[src/rtl/wdog_pkg.sv]
package wdog_pkg;
   // byte offsets inside the register window
   localparam int unsigned OFS_COUNT = 32'h10;
   localparam int unsigned OFS_CTRL  = 32'h16;
   // control byte bit positions
   localparam int unsigned CB_EN     = 0;
   localparam int unsigned CB_RELOAD = 2;
   localparam int unsigned CB_NMI    = 3;
   localparam int unsigned CB_WARN   = 7;

   typedef struct packed {
      logic warn;
      logic nmi_en;
      logic enable;
   } wd_ctrl_t;
endpackage

[src/rtl/wdog_prescaler.sv]
module wdog_prescaler #(
   parameter int unsigned DIV = 10000
) (
   input  logic clk,
   input  logic rst_n,
   input  logic clr_i,
   input  logic run_i,
   output logic tick_o
);
   generate
      if (DIV == 1) begin : g_direct
         assign tick_o = run_i & ~clr_i;
      end else begin : g_div
         localparam int unsigned PW = $clog2(DIV);
         localparam logic [PW-1:0] LAST = PW'(DIV - 1);
         logic [PW-1:0] pre_q;

         always_ff @(posedge clk or negedge rst_n) begin
            if (!rst_n)            pre_q <= '0;
            else if (clr_i)        pre_q <= '0;
            else if (run_i)        pre_q <= (pre_q == LAST) ? '0 : pre_q + 1'b1;
         end

         assign tick_o = run_i & ~clr_i & (pre_q == LAST);


         tick_spacing_chk: assert property (@(posedge clk) disable iff (!rst_n)
            tick_o |=> !tick_o);
      end
   endgenerate
endmodule

[src/rtl/wdog_counter.sv]
module wdog_counter #(
   parameter int unsigned CNT_W = 16
) (
   input  logic             clk,
   input  logic             rst_n,
   input  logic             load_i,
   input  logic [CNT_W-1:0] preset_i,
   input  logic             tick_i,
   output logic [CNT_W-1:0] cnt_o,
   output logic             expire_o
);
   localparam logic [CNT_W-1:0] ONE = CNT_W'(1);
   logic [CNT_W-1:0] cnt_q;

   always_ff @(posedge clk or negedge rst_n) begin
      if (!rst_n)                         cnt_q <= '0;
      else if (load_i)                    cnt_q <= preset_i;
      else if (tick_i && cnt_q != '0)     cnt_q <= cnt_q - 1'b1;
   end

   assign cnt_o    = cnt_q;
   assign expire_o = tick_i & ~load_i & (cnt_q == ONE);


   cnt_hold_chk: assert property (@(posedge clk) disable iff (!rst_n)
      (!load_i && !tick_i) |=> $stable(cnt_q));

   cnt_step_chk: assert property (@(posedge clk) disable iff (!rst_n)
      (tick_i && !load_i && cnt_q != '0) |=> (cnt_q == $past(cnt_q) - 1'b1));

   cnt_floor_chk: assert property (@(posedge clk) disable iff (!rst_n)
      (cnt_q == '0 && !load_i) |=> (cnt_q == '0));
endmodule

[src/rtl/wdog_expiry.sv]
module wdog_expiry #(
   parameter int unsigned RST_CYCLES = 16
) (
   input  logic clk,
   input  logic rst_n,
   input  logic expire_i,
   input  logic nmi_en_i,
   output logic rst_o,
   output logic nmi_o
);
   logic nmi_q;

   always_ff @(posedge clk or negedge rst_n) begin
      if (!rst_n) nmi_q <= 1'b0;
      else        nmi_q <= expire_i & nmi_en_i;
   end
   assign nmi_o = nmi_q;

   generate
      if (RST_CYCLES == 1) begin : g_single
         logic r_q;
         always_ff @(posedge clk or negedge rst_n) begin
            if (!rst_n) r_q <= 1'b0;
            else        r_q <= expire_i & ~nmi_en_i;
         end
         assign rst_o = r_q;
      end else begin : g_stretch
         localparam int unsigned RW = $clog2(RST_CYCLES + 1);
         logic [RW-1:0] left_q;
         always_ff @(posedge clk or negedge rst_n) begin
            if (!rst_n)                       left_q <= '0;
            else if (expire_i && !nmi_en_i)   left_q <= RW'(RST_CYCLES);
            else if (left_q != '0)            left_q <= left_q - 1'b1;
         end
         assign rst_o = (left_q != '0);
      end
   endgenerate


   rst_start_chk: assert property (@(posedge clk) disable iff (!rst_n)
      (expire_i && !nmi_en_i) |=> rst_o);

   nmi_start_chk: assert property (@(posedge clk) disable iff (!rst_n)
      (expire_i && nmi_en_i) |=> nmi_o);

   nmi_width_chk: assert property (@(posedge clk) disable iff (!rst_n)
      nmi_o |=> !nmi_o);
endmodule

[src/rtl/wdog_timer.sv]
module wdog_timer #(
   parameter int unsigned CLK_PER_TICK = 10000,
   parameter int unsigned CNT_W        = 16,
   parameter int unsigned RST_CYCLES   = 16,
   parameter int unsigned ADDR_W       = 8
) (
   input  logic              clk,
   input  logic              rst_n,
   input  logic              bus_valid,
   input  logic              bus_write,
   input  logic [ADDR_W-1:0] bus_addr,
   input  logic [1:0]        bus_be,
   input  logic [15:0]       bus_wdata,
   output logic [15:0]       bus_rdata,
   output logic              sys_rst_req,
   output logic              nmi_req
);
   import wdog_pkg::*;

   localparam logic [ADDR_W-1:0] A_COUNT = ADDR_W'(OFS_COUNT);
   localparam logic [ADDR_W-1:0] A_CTRL  = ADDR_W'(OFS_CTRL);

   generate
      if (CLK_PER_TICK < 1) begin : g_bad_div
         $error("CLK_PER_TICK must be at least 1");
      end
      if (CNT_W < 2 || CNT_W > 16) begin : g_bad_w
         $error("CNT_W must lie in 2..16");
      end
      if (RST_CYCLES < 1) begin : g_bad_rst
         $error("RST_CYCLES must be at least 1");
      end
      if (ADDR_W < 5) begin : g_bad_addr
         $error("ADDR_W too narrow for the register window");
      end
   endgenerate

   // ---- bus decode
   logic wr_cnt, wr_ctl, rd_any;
   assign wr_cnt = bus_valid &  bus_write & (bus_addr == A_COUNT);
   assign wr_ctl = bus_valid &  bus_write & (bus_addr == A_CTRL) & bus_be[0];
   assign rd_any = bus_valid & ~bus_write;

   // ---- preset register with byte lanes
   logic [15:0] preset_q;
   always_ff @(posedge clk or negedge rst_n) begin
      if (!rst_n) preset_q <= '0;
      else if (wr_cnt) begin
         if (bus_be[0]) preset_q[7:0]  <= bus_wdata[7:0];
         if (bus_be[1]) preset_q[15:8] <= bus_wdata[15:8];
      end
   end

   // ---- control register
   wd_ctrl_t ctl_q;
   logic     load, expire, tick, run;
   logic [CNT_W-1:0] cnt;

   assign load = wr_ctl & bus_wdata[CB_RELOAD] & bus_wdata[CB_EN];

   always_ff @(posedge clk or negedge rst_n) begin
      if (!rst_n) ctl_q <= '0;
      else begin
         if (wr_ctl) begin
            ctl_q.enable <= bus_wdata[CB_EN];
            ctl_q.nmi_en <= bus_wdata[CB_NMI];
         end
         if (expire)                          ctl_q.warn <= 1'b1;
         else if (wr_ctl && bus_wdata[CB_WARN]) ctl_q.warn <= 1'b0;
      end
   end

   assign run = ctl_q.enable & (cnt != '0);

   wdog_prescaler #(.DIV(CLK_PER_TICK)) u_pre (
      .clk(clk), .rst_n(rst_n), .clr_i(load), .run_i(run), .tick_o(tick)
   );

   wdog_counter #(.CNT_W(CNT_W)) u_cnt (
      .clk(clk), .rst_n(rst_n), .load_i(load), .preset_i(preset_q[CNT_W-1:0]),
      .tick_i(tick), .cnt_o(cnt), .expire_o(expire)
   );

   wdog_expiry #(.RST_CYCLES(RST_CYCLES)) u_exp (
      .clk(clk), .rst_n(rst_n), .expire_i(expire), .nmi_en_i(ctl_q.nmi_en),
      .rst_o(sys_rst_req), .nmi_o(nmi_req)
   );

   // ---- registered read path
   logic [7:0] ctl_byte;
   always_comb begin
      ctl_byte          = '0;
      ctl_byte[CB_EN]   = ctl_q.enable;
      ctl_byte[CB_NMI]  = ctl_q.nmi_en;
      ctl_byte[CB_WARN] = ctl_q.warn;
   end

   always_ff @(posedge clk or negedge rst_n) begin
      if (!rst_n) bus_rdata <= '0;
      else if (rd_any) begin
         if (bus_addr == A_COUNT)     bus_rdata <= 16'(cnt);
         else if (bus_addr == A_CTRL) bus_rdata <= {8'h00, ctl_byte};
         else                         bus_rdata <= '0;
      end
   end

   logic unused_bits;
   assign unused_bits = ^{bus_wdata[15:8], bus_wdata[6:4], bus_wdata[1], preset_q};


   reload_reads_zero_chk: assert property (@(posedge clk) disable iff (!rst_n)
      (bus_valid && !bus_write && bus_addr == A_CTRL) |=> !bus_rdata[CB_RELOAD]);

   warn_set_chk: assert property (@(posedge clk) disable iff (!rst_n)
      expire |=> ctl_q.warn);

   no_load_when_off_chk: assert property (@(posedge clk) disable iff (!rst_n)
      (wr_ctl && !bus_wdata[CB_EN]) |=> !ctl_q.enable && $stable(cnt));
endmodule

[config.mk]
export PLATFORM = sky130hd
export DESIGN_NAME = wdog_timer
export DESIGN_NICKNAME = d
export VERILOG_FILES = /design/src/rtl/wdog_pkg.sv /design/src/rtl/wdog_prescaler.sv /design/src/rtl/wdog_counter.sv /design/src/rtl/wdog_expiry.sv /design/src/rtl/wdog_timer.sv
export SDC_FILE = /design/constraint.sdc
export NUM_CORES = 1
export LEC_CHECK = 0
export ABC_AREA = 1
export ABC_CLOCK_PERIOD_IN_PS = 2500
export BUFFER_PORTS_ARGS = -buffer_cell sky130_fd_sc_hd__buf_2
export CORE_MARGIN = 2
export CORE_UTILIZATION = 40
export DETAILED_ROUTE_END_ITERATION = 16
export GPL_TIMING_DRIVEN = 1
export PLACE_DENSITY = 0.66
export SETUP_SLACK_MARGIN = 0.4
export SYNTH_ARGS = -nofsm -noshare
export SYNTH_HDL_FRONTEND = slang
export SYNTH_HIERARCHICAL = 1
export SYNTH_SLANG_ARGS = --single-unit
export TNS_END_PERCENT = 10
[constraint.sdc]
create_clock -name clk -period 2.5 [get_ports clk]
set_clock_uncertainty 0.1 [all_clocks]
set_input_delay 0 -clock clk [delete_from_list [all_inputs] [get_ports clk]]
set_output_delay 0 -clock clk [all_outputs]
set_load 0.02 [all_outputs]
# Word-level counts from Yosys, hierarchy flattened

Index checks and enable logic that the tools add are counted.

Input port bits: 30
Word-level logic and storage cells: 55
Register bits: 71
Output and inout bits: 18

Equality and inequality tests: 4
Add/sub/neg operators: 3
Muxes and demuxes: 11
Reductions and logical operators: 12
Bitwise logic cells: 15

Operators by type and width:

| kind                                                                    | number |
|---|---|
| 16-bit 2-to-1 mux                                                       | 3 |
| 14-bit 2-to-1 mux                                                       | 3 |
| 16-bit by 1-bit equality test with 1-bit output (second input constant) | 1 |
| 8-bit by 5-bit equality test with 1-bit output (second input constant)  | 2 |
| 16-bit nonzero test                                                     | 1 |
| 16-bit by 1-bit subtractor with 16-bit output (second input constant)   | 1 |
| 14-bit by 1-bit adder with 14-bit output (second input constant)        | 1 |
| 14-bit equality test (second input constant)                            | 1 |
| 1-bit AND                                                               | 13 |
| 5-bit 2-to-1 mux                                                        | 2 |
| 8-bit 2-to-1 mux                                                        | 1 |
| 2-bit nonzero test                                                      | 4 |
| 5-bit nonzero test                                                      | 1 |
| 5-bit by 1-bit subtractor with 5-bit output (second input constant)     | 1 |
| 2-bit AND reduction                                                     | 2 |
| 1-bit logical AND                                                       | 3 |
| 1-bit 2-to-1 mux                                                        | 2 |
| 1-bit NOT                                                               | 2 |
| 1-bit zero test                                                         | 1 |

# Depth between registers and ports, before layout

Depth after elaboration: 12
Depth in mapped cells: 16
Depth with buffers taken out: 16

# Modules after synthesis

The synthesis kept the hierarchy.

Modules (own cells, without submodules):

| module         | area an instance (um^2) | cells each | sequential area each (um^2) | times used |
|---|---|---|---|---|
| wdog_timer     | 1,625.3                 | 204        | 875.8                       | 1 |
| wdog_counter   | 1,263.7                 | 183        | 400.4                       | 1 |
| wdog_prescaler | 935.9                   | 137        | 350.3                       | 1 |
| wdog_expiry    | 319.1                   | 38         | 150.1                       | 1 |

# Worst setup path after synthesis

Ideal clock, no wire load.

Path type: reg2reg
Start: register u_cnt.cnt_q[4], in the netlist u_cnt/cnt_o[4]
End: register u_exp.g_stretch.left_q[0]
Clock period less this slack: 2.459 ns
Arrival: 2.242 ns
Stages on the path, launching flop included: 15
Setup slack: 0.041 ns
Data required time: 2.283 ns
Library setup time: 0.117 ns
Cell sequence: dfrtp_1 nor2_1 nand4_1 o21a_1 inv_1 nor2_2 inv_1 nor2_1 nand2_1 nor4b_1 inv_2 nor2_2 inv_2 nand3_1 nand2_1

Cells in the longest elaborated chain, start to end: 8

RTL lines:

| item                                                   | line                 | RTL |
|---|---|---|
| start, declared                                        | wdog_counter.sv:13   | `logic [CNT_W-1:0] cnt_q;` |
| start signal, assigned                                 | wdog_counter.sv:17   | `else if (load_i) cnt_q <= preset_i;` |
| start signal, assigned                                 | wdog_counter.sv:18   | `else if (tick_i && cnt_q != '0) cnt_q <= cnt_q - 1'b1;` |
| 16-bit nonzero test (*)                                | wdog_timer.sv:73     | `assign run = ctl_q.enable & (cnt != '0);` |
| 1-bit AND (*)                                          | wdog_timer.sv:73     |  |
| named net run                                          | wdog_timer.sv:56     | `logic load, expire, tick, run;` |
| 1-bit AND (*) (2 in a row)                             | wdog_prescaler.sv:24 | `assign tick_o = run_i & ~clr_i & (pre_q == LAST);` |
| named net tick                                         | wdog_timer.sv:56     |  |
| 1-bit AND (*) (2 in a row)                             | wdog_counter.sv:22   | `assign expire_o = tick_i & ~load_i & (cnt_q == ONE);` |
| named net expire                                       | wdog_timer.sv:56     |  |
| 1-bit logical AND (*)                                  | wdog_expiry.sv:32    | `else if (expire_i && !nmi_en_i) left_q <= RW'(RST_CYCLES);` |
| 5-bit 2-to-1 mux or 2-bit nonzero test (tied branches) | -                    |  |
| end signal, assigned                                   | wdog_expiry.sv:32    |  |
| end signal, assigned                                   | wdog_expiry.sv:33    | `else if (left_q != '0) left_q <= left_q - 1'b1;` |
| end, declared                                          | wdog_expiry.sv:29    | `logic [RW-1:0] left_q;` |

Mark *: on every way through the listed nets, which the timed path passes. The rest lies on a longest branch.
A chain may end at the register's enable or synchronous reset.

# Worst setup path in the final report

Start: register u_cnt.cnt_q[9], in the netlist u_cnt/cnt_o[9]
End: register u_pre.g_div.pre_q[6]

Cells in the longest elaborated chain, start to end: 3

RTL lines:

| item                                | line                 | RTL |
|---|---|---|
| 16-bit nonzero test                 | wdog_timer.sv:73     |  |
| 1-bit AND                           | wdog_timer.sv:73     |  |
| named net run                       | wdog_timer.sv:56     |  |
| 2-bit nonzero test (no source line) | -                    |  |
| end signal, assigned                | wdog_prescaler.sv:21 | `else if (run_i) pre_q <= (pre_q == LAST) ? '0 : pre_q + 1'b1;` |
| end, declared                       | wdog_prescaler.sv:16 | `logic [PW-1:0] pre_q;` |

The timed path passes the listed nets, and every way through them passes these cells.

==> results.sh <==
export IMPL_powerDensity_mw_per_mm2=456
export IMPL_yosys_warnings=6
export IMPL_port_buffers=47
export IMPL_rr_endpoint="u_pre/g_div.pre_q[6]"
export IMPL_ctsHtreeMaxLevel=3
export IMPL_synth_area_mux_share_pct=0
export IMPL_fin_crit_sh_pct=80.4
export IMPL_worstSetupPathType="flip-flop to flip-flop"
export IMPL_grt_overflow_total=0
export IMPL_first_pass_iters=4
export IMPL_route_vias_total=3962
export IMPL_synth_compound_area_share_pct=4.59
export IMPL_hold_depth=6
export IMPL_synth_top_family_by_area="simple AND/OR/NAND/NOR gates"
export IMPL_coreArea_sq_mm=0.0102
export IMPL_wl_mm=10.5
export IMPL_yosysSeqAreaShare_pct=42.9
export IMPL_rows=37
export IMPL_dieHeight_um=106
export IMPL_arrival_ns=2.18
export IMPL_synth_largest_area_cell="dfrtp_1"
export IMPL_insertion_delay_ns=0.36
export IMPL_final_util_pct=51.5
export IMPL_syn_area_per_cell_sq_um=7.37
export IMPL_setup_violations=0
export IMPL_area_growth_pct=26.7
export IMPL_startpoint_type="flip-flop"
export IMPL_synth_area_top_cells="dfrtp_1 43%, nand2_1 18%, nand3_1 8.9%"
export IMPL_peakVddDrop_v=0.000243
export IMPL_routedWlPerCell_um=13.0
export IMPL_syn_nets=596
export IMPL_r2r_start="u_cnt/cnt_o[9]"
export IMPL_p_leak_nw=2.73
export IMPL_grt_pass1_wl_mm=17.6
export IMPL_grt_max_degree=72
export IMPL_num_antenna_cells=0
export IMPL_grt_pass1_vias=3709
export IMPL_yosysUniqueCellTypes=34
export IMPL_clk_path_buf_depth=2
export IMPL_synth_seq_cells=71
export IMPL_synth_cells=562
export IMPL_worstRegToRegCells=7
export IMPL_fmax_mhz=497
export IMPL_required_ns=2.67
export IMPL_io_pins=48
export IMPL_cts_tree="yes"
export IMPL_yosysTopAreaCellShare_pct=42.9
export IMPL_clkTransAtPathRegs_ns=0.07
export IMPL_p_total_mw=2.39
export IMPL_layout_drive_gt1_share_pct=24.8
export IMPL_syn_cell_area_sq_mm=0.00414
export IMPL_antenna_left=0
export IMPL_rsz0062_at_grt="yes"
export IMPL_grt_usage_pct=19.9
export IMPL_dp_hpwl_mm=7.38
export IMPL_hold_viol_final=0
export IMPL_synthSimpleGateAreaFrac_pct=42.8
export IMPL_nets=702
export IMPL_tightestPinTransition_ns=0.898
export IMPL_synth_xor_xnor_area_share_pct=1.48
export IMPL_slew_viol_final=0
export IMPL_dieArea_sq_mm=0.0112
export IMPL_status="complete, no violations"
export IMPL_cap_violations=0
export IMPL_numCtsBuffers=9
export IMPL_holdPathEnd="ctl_byte[3]"
export IMPL_cts_root_buf="clkbuf_8"
export IMPL_start_util_pct=40.7
export IMPL_timing_reg2reg_setup_slack_ns=0.49
export IMPL_setup_tns_ns=0
export IMPL_place_gp_congestion=0.927
export IMPL_synth_fa_ha_area_share_pct=1.21
export IMPL_cts_sinks=71
export IMPL_antenna_found_initial=0
export IMPL_routed_via_density=4.90
export IMPL_drt_iter0_drc=218
export IMPL_drc=0
export IMPL_cp_max_fo=9
export IMPL_period_minus_slack_ns=2.01
export IMPL_maxSlewHeadroom_pct=40.1
export IMPL_min_from="bus_addr[6]"
export IMPL_min_path_type="primary input to flip-flop"
export IMPL_die_w_um=106
export IMPL_end_kind="flip-flop"
[power by group]
part           switching [mW]  internal (mW)  leakage [nW]  total [mW]
Sequential             0.0552           1.19         0.952        1.24
Combinational           0.181          0.120          1.69       0.301
Clock                   0.437          0.412        0.0894       0.849
[worst max path at each step]
stage,startpoint,cells past startpoint,endpoint,slack [ns]
finish,u_cnt/cnt_o[9],7,u_pre/g_div.pre_q[6],0.49
floorplan,u_cnt/cnt_o[4],14,u_exp/g_stretch.left_q[0],0.42
detailed placement,u_cnt/cnt_o[9],14,u_exp/g_stretch.left_q[0],0.17
CTS,u_pre/g_div.pre_q[0],12,u_exp/g_stretch.left_q[0],0.40
global placement,bus_addr[2],13,u_cnt/cnt_o[13],0.22
global route,u_pre/g_div.pre_q[1],12,u_exp/g_stretch.left_q[0],0.35
[kinds of logic after synthesis]
kind of cell,count (synthesis)
flip-flops,71
XOR/XNOR,7
buffers and inverters,68
AO/OA/AOI/OAI,34
AND/OR/NAND/NOR,378
adder cells (fa/ha/maj),4
[metrics by stage]
stage | instances | hold WS, ns | setup slack, ns | instance area [sq um]
final | 809 | 0.0186 | 0.489 | 5250
after global routing | 809 | 0.0184 | 0.351 | 5250
after CTS | 804 | 0.0135 | 0.404 | 5190
after detailed placement | 750 | 0.135 | 0.165 | 4630
after global placement | 750 | 0.132 | 0.220 | 4630
after floorplan | 562 | -0.396 | 0.421 | 4180
[routing by layer]
metal / up-vias / routed length (um) / track usage [%] / part of all wire (%)
met5: - / 0 / 0 / 0
met4: 0 / 239 / 8.27 / 2.3
met3: 19 / 520 / 4.76 / 5.0
met2: 112 / 4740 / 31.0 / 45
met1: 1833 / 4980 / 26.6 / 48
li1: 1998 / - / - / -
[area by class of cell]
class | instances | area [sq um]
inverter | 57 | 219
sequential | 71 | 1790
multi-input combinational | 423 | 2150
fill | 1022 | 4940
clock inverter | 3 | 17.5
clock buffer | 13 | 159
timing repair buffer | 106 | 746
tap | 136 | 170
[worst max-delay path: stages (launching register included)]
cell	delay (ns)
dfrtp_2	0.41
nor2_1	0.13
nand4_1	0.15
o21a_1	0.23
buf_4	0.14
nor2_2	0.31
inv_1	0.24
o22ai_1	0.22
[registers in the layout, indices dropped and copies added (netlist names)]
signal and count:
u_exp/nmi_o 1, u_exp/g_stretch.left_q 5, preset_q 16, u_pre/g_div.pre_q 14, bus_rdata 16, u_cnt/cnt_o 16, ctl_byte 3
[what timing repair did]
item | CTS | global route
endpoints found under the hold margin | 106 | 0
gates resized for setup | 10 | 7
hold buffers | 27 | 0
endpoints found under the setup margin | 10 | 10
pin swaps | 6 | 9
buffers inserted | 11 | 5
[cell usage in the layout, fill, tap and decap left out, drive strengths merged, types with 4 or more instances in the layout]
cell type	instances
buf	79
clkbuf	13
dfrtp	71
dlygate4sd3	27
ha	4
inv	56
nand2	209
nand3	80
nand4	8
nor2	72
o21ai	26
o22ai	5
xor2	4
[synthesized netlist by cell type]
cell      instances
clkinv_4          1
nor3_1            2
nand3_2           6
buf_8             1
o22ai_1           5
nand2_1         196
buf_4             2
nor4b_1           1
o21ai_1          15
nand4_1           8
o21ai_0           9
clkbuf_1          1
inv_1            49
buf_2             6
or2_2             3
nor2_2           11
xor2_1            4
xnor2_1           3
nand3b_4          1
a21oi_2           1
inv_2             7
nor2_4            9
buf_6             1
nor2_1           51
nand2_4           4
nor2_8            1
nand3b_1          2
a21oi_1           1
o21a_1            1
o21ai_2           2
dfrtp_1          71
nand2_2           9
ha_1              4
nand3_1          74
(Power assumes the default switching activity.)
